[src/rtl/wdt_nmi_pkg.sv]
package wdt_nmi_pkg;

    // Width of the period-select field; the period range spans 2^SEL_W steps
    localparam int SEL_W = 3;
    localparam int MAX_SEL = (1 << SEL_W) - 1;

    // Byte that restarts the counter and restores the status pin
    localparam logic [7:0] KICK_CODE = 8'h4E;

    typedef enum logic [1:0] {
        A_MODE  = 2'd0,
        A_KICK  = 2'd1,
        A_CAUSE = 2'd2,
        A_RSVD  = 2'd3
    } reg_addr_e;

    typedef enum logic {
        ACT_IRQ   = 1'b0,
        ACT_RESET = 1'b1
    } action_e;

    typedef struct packed {
        logic             en;
        logic [SEL_W-1:0] sel;
        action_e          act;
    } mode_t;

    // Overflow event as seen by the output stage
    typedef struct packed {
        logic    fire;
        action_e act;
    } ovf_evt_t;

    function automatic mode_t unpack_mode(input logic [7:0] b);
        mode_t m;
        m.en  = b[7];
        m.sel = b[6:4];
        m.act = action_e'(b[0]);
        return m;
    endfunction

    function automatic logic [7:0] pack_mode(input mode_t m);
        return {m.en, m.sel, 3'b000, m.act};
    endfunction

endpackage

[src/rtl/wdt_regs.sv]
module wdt_regs
    import wdt_nmi_pkg::*;
#(
    parameter bit RD_CLR = 1'b0
) (
    input  logic       clk,
    input  logic       rst,
    input  logic       wr_en,
    input  logic       rd_en,
    input  logic [1:0] addr,
    input  logic [7:0] wdata,
    input  logic       cause_set,
    output mode_t      mode,
    output logic       kick,
    output logic [7:0] rdata
);

    reg_addr_e ra;
    logic      cause_q;
    logic      cause_clr;
    mode_t     mode_q;

    always_comb ra = reg_addr_e'(addr);

    // A kick only counts with the exact code
    always_comb kick = wr_en && (ra == A_KICK) && (wdata == KICK_CODE);

    generate
        if (RD_CLR) begin : g_read_clear
            assign cause_clr = rd_en && (ra == A_CAUSE);
        end else begin : g_write_one_clear
            assign cause_clr = wr_en && (ra == A_CAUSE) && wdata[0];
        end
    endgenerate

    always_ff @(posedge clk) begin
        if (rst) begin
            mode_q  <= '0;
            cause_q <= 1'b0;
            rdata   <= '0;
        end else begin
            if (wr_en && (ra == A_MODE))
                mode_q <= unpack_mode(wdata);
            // A new cause wins over a clear in the same cycle
            if (cause_set)
                cause_q <= 1'b1;
            else if (cause_clr)
                cause_q <= 1'b0;
            if (rd_en) begin
                case (ra)
                    A_MODE:  rdata <= pack_mode(mode_q);
                    A_CAUSE: rdata <= {7'b0, cause_q};
                    default: rdata <= 8'h00;
                endcase
            end
        end
    end

    assign mode = mode_q;


    cause_set_chk: assert property (@(posedge clk) disable iff (rst)
        cause_set |=> cause_q);


    cause_sticky_chk: assert property (@(posedge clk) disable iff (rst)
        (cause_q && !cause_clr) |=> cause_q);


    mode_hold_chk: assert property (@(posedge clk) disable iff (rst)
        !(wr_en && (addr == 2'd0)) |=> $stable(mode_q));

endmodule

[src/rtl/wdt_counter.sv]
module wdt_counter
    import wdt_nmi_pkg::*;
#(
    parameter int BASE_EXP = 15
) (
    input  logic             clk,
    input  logic             rst,
    input  logic             en,
    input  logic [SEL_W-1:0] sel,
    input  logic             kick,
    output logic             ovf
);

    localparam int CNT_W = BASE_EXP + MAX_SEL;

    logic [CNT_W-1:0] cnt;
    logic [CNT_W-1:0] term_mask;
    logic             at_term;

    // Mask of BASE_EXP+sel ones: the count value on the last cycle of a period
    always_comb term_mask = {CNT_W{1'b1}} >> (MAX_SEL - int'(sel));
    always_comb at_term   = ((cnt & term_mask) == term_mask);
    always_comb ovf       = en && at_term && !kick;

    always_ff @(posedge clk) begin
        if (rst)
            cnt <= '0;
        else if (kick || ovf)
            cnt <= '0;
        else if (en)
            cnt <= cnt + 1'b1;
    end


    hold_when_off_chk: assert property (@(posedge clk) disable iff (rst)
        (!en && !kick) |=> $stable(cnt));


    kick_zero_chk: assert property (@(posedge clk) disable iff (rst)
        kick |=> (cnt == '0));

endmodule

[src/rtl/wdt_event.sv]
module wdt_event
    import wdt_nmi_pkg::*;
(
    input  logic     clk,
    input  logic     rst,
    input  ovf_evt_t evt,
    input  logic     kick,
    output logic     cause_set,
    output logic     nmi,
    output logic     rreq,
    output logic     pin
);

    always_comb cause_set = evt.fire && (evt.act == ACT_IRQ);

    always_ff @(posedge clk) begin
        if (rst) begin
            nmi  <= 1'b0;
            rreq <= 1'b0;
            pin  <= 1'b1;
        end else begin
            nmi  <= evt.fire && (evt.act == ACT_IRQ);
            rreq <= evt.fire && (evt.act == ACT_RESET);
            if (evt.fire)
                pin <= 1'b0;
            else if (kick)
                pin <= 1'b1;
        end
    end


    pin_low_chk: assert property (@(posedge clk) disable iff (rst)
        evt.fire |=> !pin);


    pin_stays_low_chk: assert property (@(posedge clk) disable iff (rst)
        (!pin && !kick && !evt.fire) |=> !pin);


    pin_restore_chk: assert property (@(posedge clk) disable iff (rst)
        kick |=> pin);


    nmi_pulse_chk: assert property (@(posedge clk) disable iff (rst)
        nmi |=> !nmi);


    rreq_pulse_chk: assert property (@(posedge clk) disable iff (rst)
        rreq |=> !rreq);


    req_excl_chk: assert property (@(posedge clk) disable iff (rst)
        !(nmi && rreq));

endmodule

[src/rtl/wdt_nmi_top.sv]
module wdt_nmi_top
    import wdt_nmi_pkg::*;
#(
    parameter int BASE_EXP = 15,
    parameter bit RD_CLR   = 1'b0
) (
    input  logic       clk,
    input  logic       rst,
    input  logic       bus_wr,
    input  logic       bus_rd,
    input  logic [1:0] bus_addr,
    input  logic [7:0] bus_wdata,
    output logic [7:0] bus_rdata,
    output logic       nmi_req,
    output logic       reset_req,
    output logic       wd_pin
);

    mode_t    mode;
    logic     kick;
    logic     ovf;
    logic     cause_set;
    ovf_evt_t evt;

    wdt_regs #(.RD_CLR(RD_CLR)) u_regs (
        .clk       (clk),
        .rst       (rst),
        .wr_en     (bus_wr),
        .rd_en     (bus_rd),
        .addr      (bus_addr),
        .wdata     (bus_wdata),
        .cause_set (cause_set),
        .mode      (mode),
        .kick      (kick),
        .rdata     (bus_rdata)
    );

    wdt_counter #(.BASE_EXP(BASE_EXP)) u_cnt (
        .clk  (clk),
        .rst  (rst),
        .en   (mode.en),
        .sel  (mode.sel),
        .kick (kick),
        .ovf  (ovf)
    );

    always_comb begin
        evt.fire = ovf;
        evt.act  = mode.act;
    end

    wdt_event u_evt (
        .clk       (clk),
        .rst       (rst),
        .evt       (evt),
        .kick      (kick),
        .cause_set (cause_set),
        .nmi       (nmi_req),
        .rreq      (reset_req),
        .pin       (wd_pin)
    );


    reset_mode_no_nmi_chk: assert property (@(posedge clk) disable iff (rst)
        (ovf && mode.act == ACT_RESET) |=> (reset_req && !nmi_req));


    kick_blocks_ovf_chk: assert property (@(posedge clk) disable iff (rst)
        kick |=> (!nmi_req && !reset_req));

endmodule

[config.mk]
export PLATFORM = sky130hd
export DESIGN_NAME = wdt_nmi_top
export DESIGN_NICKNAME = d
export VERILOG_FILES = /design/src/rtl/wdt_nmi_pkg.sv /design/src/rtl/wdt_regs.sv /design/src/rtl/wdt_counter.sv /design/src/rtl/wdt_event.sv /design/src/rtl/wdt_nmi_top.sv
export SDC_FILE = /design/constraint.sdc
export NUM_CORES = 1
export LEC_CHECK = 0
export ABC_AREA = 1
export ABC_CLOCK_PERIOD_IN_PS = 1600
export BUFFER_PORTS_ARGS = -buffer_cell sky130_fd_sc_hd__buf_2
export CAP_MARGIN = 20
export CELL_PAD_IN_SITES_DETAIL_PLACEMENT = 2
export CELL_PAD_IN_SITES_GLOBAL_PLACEMENT = 2
export CORE_ASPECT_RATIO = 0.9
export CORE_MARGIN = 5
export CORE_UTILIZATION = 31
export DETAILED_ROUTE_END_ITERATION = 6
export PLACE_DENSITY_LB_ADDON = 0.1
export SYNTH_ARGS = -nofsm -noshare
export SYNTH_HDL_FRONTEND = slang
export SYNTH_SLANG_ARGS = --single-unit
[constraint.sdc]
create_clock -name clk -period 1.6 [get_ports clk]
set_input_delay 0.32 -clock clk [delete_from_list [all_inputs] [get_ports clk]]
set_output_delay 0.32 -clock clk [all_outputs]
set_load 0.05 [all_outputs]
### Yosys cells after proc, flatten, opt, wreduce, memory -nomap -nowiden

Index checks and enable logic that the tools add are counted.

* $add $sub $neg: 2
* equality and inequality tests: 4
* shift-type cells: 1
* mux-type cells: 5
* bitwise logic cells: 2
* reduce and logical (&&, ||, !) cells: 15

Operator list (count)
* 22-bit by 32-bit right shift with 22-bit output (first input constant): 1
* 22-bit by 1-bit adder with 22-bit output (second input constant): 1
* 22-bit AND: 1
* 22-bit equality test: 1
* 8-bit one-hot mux with 2 select lines: 1
* 1-bit logical AND: 9
* 8-bit by 7-bit equality test with 1-bit output (second input constant): 1
* 1-bit 2-to-1 mux: 4
* 2-bit nonzero test: 2
* 3-bit by 3-bit subtractor with 4-bit output (first input constant): 1
* 2-bit by 1-bit equality test with 1-bit output (second input constant): 1
* 2-bit equality test (second input constant): 1
* 2-bit logical NOT: 1
* 2-bit OR reduction: 1
* 1-bit logical NOT: 1
* 1-bit logical OR: 1
* 1-bit inverter: 1

* register bits: 39
* bits of input ports: 14
* output and inout port bits: 11
* logic and storage cells: 38

### Logic depth before layout (Yosys ltp)

Gate-level depths: netlist of run 1.

* depth after elaboration: 8
* mapped depth: 9

### Hierarchy

From an unflattened synthesis of run 1, not the netlist that was laid out.

* cell total of the unflattened synthesis: 275
* area, all modules: 1910.6 um2

Modules (own cells, without submodules)
* wdt_counter: times used 1, cells an instance 192, area an instance 1307.5 um2, sequential area each 440.4 um2
* wdt_regs: times used 1, cells an instance 72, area an instance 501.7 um2, sequential area each 220.2 um2
* wdt_event: times used 1, cells an instance 11, area an instance 101.3 um2, sequential area each 60.1 um2

### Worst setup path after synthesis of run 1

OpenSTA, ideal clock, no wires.

* path kind: reg2reg
* from: register u_regs.mode_q, in the netlist u_regs.mode[4]
* to: register u_cnt.cnt[12]
* arrival: 1.206 ns
* data required time: 1.484 ns
* setup slack: 0.278 ns
* stages on the path, launching flop included: 9
* buffers on the path: 1
* period minus slack after synthesis: 1.322 ns
* path through: dfxtp_1 > inv_2 > nor3_4 > nand2_1 > nor2_2 > nand3_2 > nand2_4 > buf_6 > nor2_1

* longest elaborated chain between the ends: 4

Ends and longest elaborated chain
* start, declared: line wdt_regs.sv:21 `mode_t mode_q;`
* start signal, assigned: line wdt_regs.sv:43 `mode_q <= unpack_mode(wdata);`
* 1-bit logical AND (2 in series): line wdt_counter.sv:23 `always_comb ovf = en && at_term && !kick;`
* 1-bit logical OR: line wdt_counter.sv:28 `else if (kick || ovf)`
* 2-bit OR reduction (no line)
* end signal, assigned: line wdt_counter.sv:31 `cnt <= cnt + 1'b1;`
* end, declared: line wdt_counter.sv:16 `logic [CNT_W-1:0] cnt;`

Parallel ways exist; a longest one is shown, timed or not.
A chain may end at the register's enable or synchronous reset.

### Final worst setup path of run 1

* from: register u_cnt.cnt[0]
* to: register u_evt.pin

* longest elaborated chain between the ends: 5
* elaborated cells on any way between the ends: 6
* classes of those cells: 1 x eq/ne; 1 x mux; 1 x bitwise; 3 x reduce/logical

Ends and longest elaborated chain
* 22-bit AND (*): line wdt_counter.sv:22 `always_comb at_term = ((cnt & term_mask) == term_mask);`
* 22-bit equality test (*): line wdt_counter.sv:22
* 1-bit logical AND (*) (2 in series): line wdt_counter.sv:23
* 1-bit 2-to-1 mux or 2-bit nonzero test (tied branches)
* end signal, assigned: line wdt_event.sv:20 `pin <= 1'b1;`
* end signal, assigned: line wdt_event.sv:25 `pin <= 1'b0;`
* end signal, assigned: line wdt_event.sv:27 `pin <= 1'b1;`
* end, declared: line wdt_event.sv:11 `output logic pin`

Mark *: on every way between the ends. The rest lies on a longest branch, timed or not.

==> flow_summary.json, run 1 <==
{
  "run_status": "completed",
  "synth.ff_latch_count": 36,
  "drt-total-wl_um": 4890,
  "yosysSeqAreaShare_pct": 40.5,
  "worstPathArrival_ps": 1640,
  "die_area_mm2": 0.00736,
  "timing.rr.end": "u_evt.pin",
  "worstPathMaxFanout": 4,
  "gp_congestion": 0.719,
  "fp.dieH_um": 81.9,
  "drt-pass1-iter-count": 2,
  "insertion_delay_ps": 290,
  "reg2reg_slack_ps": 120,
  "clock_skew_ps": 7.58,
  "syn-cell-area_mm2": 0.00178,
  "routedWlPerCell_um": 14.0,
  "coreArea_mm2": 0.00563,
  "fmax_mhz": 677,
  "ant_nets": 0,
  "critPathSlowestCell": "dfxtp_2",
  "synth.avg_cell_area_um2": 7.12,
  "grt_start_max_net_pins": 23,
  "finish.instance_area_mm2": 0.00211,
  "antenna_found_initial": 0,
  "drt_iter0_markers": 28,
  "clkSinkCount": 36,
  "min_from": "rst",
  "fin_hold_ws_ps": 219,
  "std_cell_rows": 26,
  "cts-root-to-sink-buffers": 2,
  "holdPathStages": 2,
  "clkTransAtPathRegs_ps": 70,
  "syn_to_final_growth_pct": 18.3,
  "grt_pass1_wl_um": 8420,
  "dp_hpwl_um": 3830,
  "fin_crit_sh_pct": 92.3,
  "ir_drop_uv": 342,
  "powerDensity_mw_per_mm2": 832,
  "min_period_ps": 1480,
  "drc": 0,
  "track_usage_pct": 14.3,
  "vias_per_cell": 4.70,
  "overflow": 0,
  "boundaryPins": 25,
  "cts_made_buffers": 5,
  "setup_viol": 0,
  "tightest_slew_ps": 578,
  "grt_pass1_vias": 1814,
  "postCtsSetupBuffers": 0,
  "grt_setup_unrepaired": "false",
  "leakagePower_uw": 0.000808,
  "drv_slew": 0,
  "crit_family": "simple AND/OR/NAND/NOR gates",
  "synthCells": 250,
  "drive_above_1_share_pct": 20.4,
  "cts_root_buf": "clkbuf_8",
  "worstSetupPathType": "reg2reg",
  "cts_max_level": 2,
  "max_cap_violations": 0,
  "placed_area_mm2": 0.00196,
  "yosysUniqueCellTypes": 28,
  "fp.dieW_um": 89.9,
  "crit_chain": "ha_1 > inv_1 > nor2_1 > nand4_1 > inv_1 > nand3_4 > buf_4 > nand2_1 > nand2_1",
  "required_ps": 1760,
  "antenna_cells": 0,
  "max_stage_delay_ps": 350,
  "place.port_buffers": 21,
  "hold_viol": 0,
  "fin_nets": 294,
  "initial_core_util_pct": 31.6,
  "cts_tree": "done",
  "vias": 1646,
  "yosysWarnings": 0,
  "critPathLaunchType": "flop",
  "final_common_cell": "nand2_1",
  "hold_class": "in2reg",
  "hold_end": "u_regs.mode[0]",
  "reg2reg_depth": 9,
  "r2r-start": "u_cnt.cnt[0]",
  "cp-end-kind": "flop",
  "final_cell_mix": "nand2_1 (63), nor2_1 (39), dfxtp_1 (32)",
  "slew_headroom_pct": 61.3,
  "cp_num_buf_inv": 3,
  "setup_tns_ps": 0
}
## where the power goes
group	switching, µW	internal (µW)
Combinational	104	39.9
Clock	334	350
Sequential	13.0	911
Total	451	1300
## worst reg2reg max path, cell delays in order, from the launching register on
cell	delay (ps)
dfxtp_2	350
ha_1	170
inv_1	40
nor2_1	120
nand4_1	150
inv_1	140
nand3_4	110
buf_4	170
nand2_1	50
nand2_1	40
## worst max-delay path by stage
stage	from	to	slack, ps	cells after the start
CTS	u_regs.mode[4]	u_cnt.cnt[16]	0.8	7
floorplan	u_regs.mode[4]	u_cnt.cnt[12]	280	8
finish	u_cnt.cnt[0]	u_evt.pin	120	9
global placement	bus_wdata[0]	u_cnt.cnt[20]	40	7
detailed placement	bus_wdata[0]	u_cnt.cnt[18]	20	7
global route	u_cnt.cnt[2]	u_cnt.cnt[13]	5	7
## registers in the layout, indices dropped and copies added, names as in the netlist
register and flops:
u_cnt.cnt 22, u_regs.mode 5, u_regs.rdata 5, u_evt.nmi 1, u_evt.pin 1, u_evt.rreq 1
u_regs.cause_q 1
## area by class of cell
type	count	area, µm²
repair buffers	27	150
clock buffers	7	86.3
clock inverters	1	7.51
flip-flops and latches	36	726
fillers	693	3520
multi-input cells	184	956
inverters	25	93.8
well taps	70	87.6
## Yosys cell counts (all sizes together)
cell type | number | area [µm²]
a21oi | 14 | 81.3
buf | 5 | 53.8
clkbuf | 2 | 7.51
conb | 1 | 3.75
dfxtp | 36 | 721
ha | 1 | 12.5
inv | 25 | 93.8
nand2 | 65 | 254
nand3 | 14 | 80.1
nand3b | 1 | 7.51
nand4 | 5 | 31.3
nor2 | 45 | 179
nor3 | 11 | 81.3
o211ai | 1 | 7.51
o21ai | 11 | 55.1
or2 | 1 | 6.26
xnor2 | 6 | 52.6
xor2 | 6 | 52.6
## routing by layer
metal  routed length [µm]  GRT usage [%]
met1                 2370           17.4
met2                 2290           25.0
met3                  161           3.66
met4                   60           4.46
met5                    0              0
## per-stage QoR
stage	utilization, %	std cells	total power, µW	setup slack (ps)
6_report	37.4	350	1750	124
5_1_grt	37.4	350	1860	5.31
4_1_cts	36.6	350	1790	0.755
3_5_place_dp	34.9	342	1090	17.9
3_3_place_gp	34.9	342	1080	38.9
2_1_floorplan	-	252	1050	278
## cells by family after synthesis
kind of cell / synth area share (%)
adders and majority gates: 0.703
and+or+nand+nor: 35.9
AOI/OAI and AO/OA: 8.08
buffers and inverters: 8.71
xor gates and xnor gates: 5.90
other: 0.211
DFF: 40.5
## repair_timing
item / 4_1_cts / 5_1_grt
endpoints found under the setup margin: 0 / 23
endpoints found under the hold margin: 0 / 0
hold buffers: 0 / 0
resized for setup: 0 / 12
No activity file was read; power rests on OpenSTA's default activity.
==> run 2, diff against run 1 <==
--- a/config.mk
+++ b/config.mk
@@ -9,13 +9,10 @@
 export ABC_CLOCK_PERIOD_IN_PS = 1600
 export BUFFER_PORTS_ARGS = -buffer_cell sky130_fd_sc_hd__buf_2
 export CAP_MARGIN = 20
-export CELL_PAD_IN_SITES_DETAIL_PLACEMENT = 2
-export CELL_PAD_IN_SITES_GLOBAL_PLACEMENT = 2
 export CORE_ASPECT_RATIO = 0.9
 export CORE_MARGIN = 5
-export CORE_UTILIZATION = 31
+export CORE_UTILIZATION = 40
 export DETAILED_ROUTE_END_ITERATION = 6
-export PLACE_DENSITY_LB_ADDON = 0.1
 export SYNTH_ARGS = -nofsm -noshare
 export SYNTH_HDL_FRONTEND = slang
 export SYNTH_SLANG_ARGS = --single-unit
==> constraint.sdc (replaced) <==
create_clock -name clk -period 1.6 [get_ports clk]
set_input_delay 0.32 -clock clk [delete_from_list [all_inputs] [get_ports clk]]
set_output_delay 0.32 -clock clk [all_outputs]
set_load 0.02 [all_outputs]
==> run 2 against run 1 <==
  * Non-clock buffer count shrank 3
  * Via count is 4.5% lower
  * Clock skew down 1.5 ps
  * Cell area decreased by 1.5%
  * Setup slack better by 20 ps
  * Worst hold slack worse by 8.5 ps
  * Largest power group unchanged
==> flow_summary.json, run 2 (same netlist as run 1, synthesis figures left out) <==
{
  "ir_drop_uv": 491,
  "dp_hpwl_um": 2750,
  "drt-pass1-iter-count": 4,
  "ant_nets": 0,
  "insertion_delay_ps": 290,
  "worstPathMaxFanout": 11,
  "vias": 1572,
  "grt_pass1_wl_um": 6410,
  "required_ps": 1780,
  "drt-total-wl_um": 3770,
  "antenna_found_initial": 0,
  "drc": 0,
  "reg2reg_depth": 7,
  "multiInputGateArea_um2": 962,
  "critPathLaunchType": "flop",
  "busiest_layer": "met2",
  "power_uw": 1720,
  "drv_slew": 0,
  "routedWlPerCell_um": 11.0,
  "fp.dieW_um": 80.3,
  "crit_chain": "inv_2 > nor3_4 > nand2_1 > nor2_2 > nand3_4 > nand2_8 > nor2_1",
  "vias_per_cell": 4.61,
  "hold_end": "u_regs.mode[0]",
  "largest_reg_flops": 22,
  "crit_start": "u_regs.mode[4]",
  "clkTransAtPathRegs_ps": 70,
  "boundaryPins": 25,
  "place.port_buffers": 21,
  "final_cell_mix": "nand2_1 (63), nor2_1 (41), dfxtp_1 (36)",
  "clock_skew_ps": 6.13,
  "drive_above_1_share_pct": 17.9,
  "grt_start_max_net_pins": 23,
  "fmax_mhz": 687,
  "gp_congestion": 0.804,
  "tightest_slew_ps": 813,
  "cp-end-kind": "flop",
  "largest-register": "u_cnt.cnt",
  "cts_max_level": 2,
  "hold_viol": 0,
  "regArea_um2": 721,
  "initial_core_util_pct": 40.7,
  "fp.dieH_um": 73.3,
  "cts_made_buffers": 5,
  "fin_nets": 293,
  "met3_usage_pct": 3.80,
  "postCtsSetupBuffers": 0,
  "max_stage_delay_ps": 410,
  "overflow": 0,
  "r2r-start": "u_regs.mode[4]",
  "drt_iter0_markers": 94,
  "cts_root_buf": "clkbuf_8",
  "worstPathArrival_ps": 1640,
  "fin_crit_sh_pct": 91.0,
  "run_status": "completed",
  "use_met1_pct": 19.0,
  "coreArea_mm2": 0.00437,
  "holdPathStages": 2,
  "syn_to_final_growth_pct": 16.6,
  "grt_use_met2_pct": 20.6,
  "cts-root-to-sink-buffers": 2,
  "slew_headroom_pct": 45.6,
  "min_period_ps": 1460,
  "leakagePower_uw": 0.000785,
  "min_from": "rst",
  "timing.rr.end": "u_cnt.cnt[19]",
  "antenna_cells": 0,
  "critPathSlowestCell": "dfxtp_1",
  "final_common_cell": "nand2_1",
  "reg2reg_slack_ps": 140,
  "hold_class": "in2reg",
  "track_usage_pct": 14.1,
  "nFillCells": 475,
  "final_core_util_pct": 47.5,
  "die_area_mm2": 0.00589,
  "setup_tns_ps": 0,
  "clkSinkCount": 36,
  "worstSetupPathType": "reg2reg",
  "cts_tree": "done",
  "setup_viol": 0,
  "std_cell_rows": 23,
  "powerDensity_mw_per_mm2": 830,
  "grt_pass1_vias": 1458,
  "grt_setup_unrepaired": "true",
  "max_cap_violations": 0
}
run 2: changes by cell type in the layout (fill, tap and decap cells not counted):
cell	delta
nor3_4	-1
nand2_4	+2
nor2_4	-1
nor3_2	+1
nor2_1	+2
dfxtp_2	-4
buf_4	-3
dfxtp_1	+4
nor2_2	-1
run 2: critical path: cells and delay by family (launching register included):
kind	cells	cell delay, ps
flip-flops	1	410
buffers and inverters	1	110
AND/OR/NAND/NOR	6	820
run 2: per-stage QoR:
step,cells,cell area [µm²],worst slack (ps),hold slack [ps]
2_1_floorplan,252,1790,278,389
3_3_place_gp,331,1930,95.2,441
3_5_place_dp,331,1930,71.2,435
4_1_cts,339,2030,55.3,207
5_1_grt,341,2080,-12.2,207
6_report,341,2080,144,211
run 2: routing by layer:
layer	vias to the layer above	wire length, µm	part of all wire [%]
met5	-	0	0
met4	0	75	2.0
met3	7	152	4.0
met2	30	1570	42
met1	690	1970	52
li1	845	-	-
run 2: worst max-delay path by stage:
stage / depth (start not counted) / slack (ps) / endpoint
2_1_floorplan: 8 / 280 / u_cnt.cnt[12]
3_3_place_gp: 7 / 100 / u_cnt.cnt[19]
3_5_place_dp: 7 / 70 / u_cnt.cnt[19]
4_1_cts: 7 / 60 / u_cnt.cnt[18]
5_1_grt: 8 / -10 / u_cnt.cnt[16]
6_report: 7 / 140 / u_cnt.cnt[19]
run 2: cell type report:
type / instances / area share, %
inverters: 25 / 4.52
flip-flops and latches: 36 / 34.7
multi-input cells: 186 / 46.4
clock inverters: 1 / 0.362
repair buffers: 24 / 6.15
well taps: 62 / 3.74
clock buffers: 7 / 4.16
run 2: report_power, final:
group,internal (µW),switching [µW]
logic,40.5,79.0
registers,910,11.3
clock network,350,332
run 2: repair_timing:
item                                    CTS  global route
endpoints found under the setup margin    0            22
hold buffers                              0             0
resized for setup                         0             5
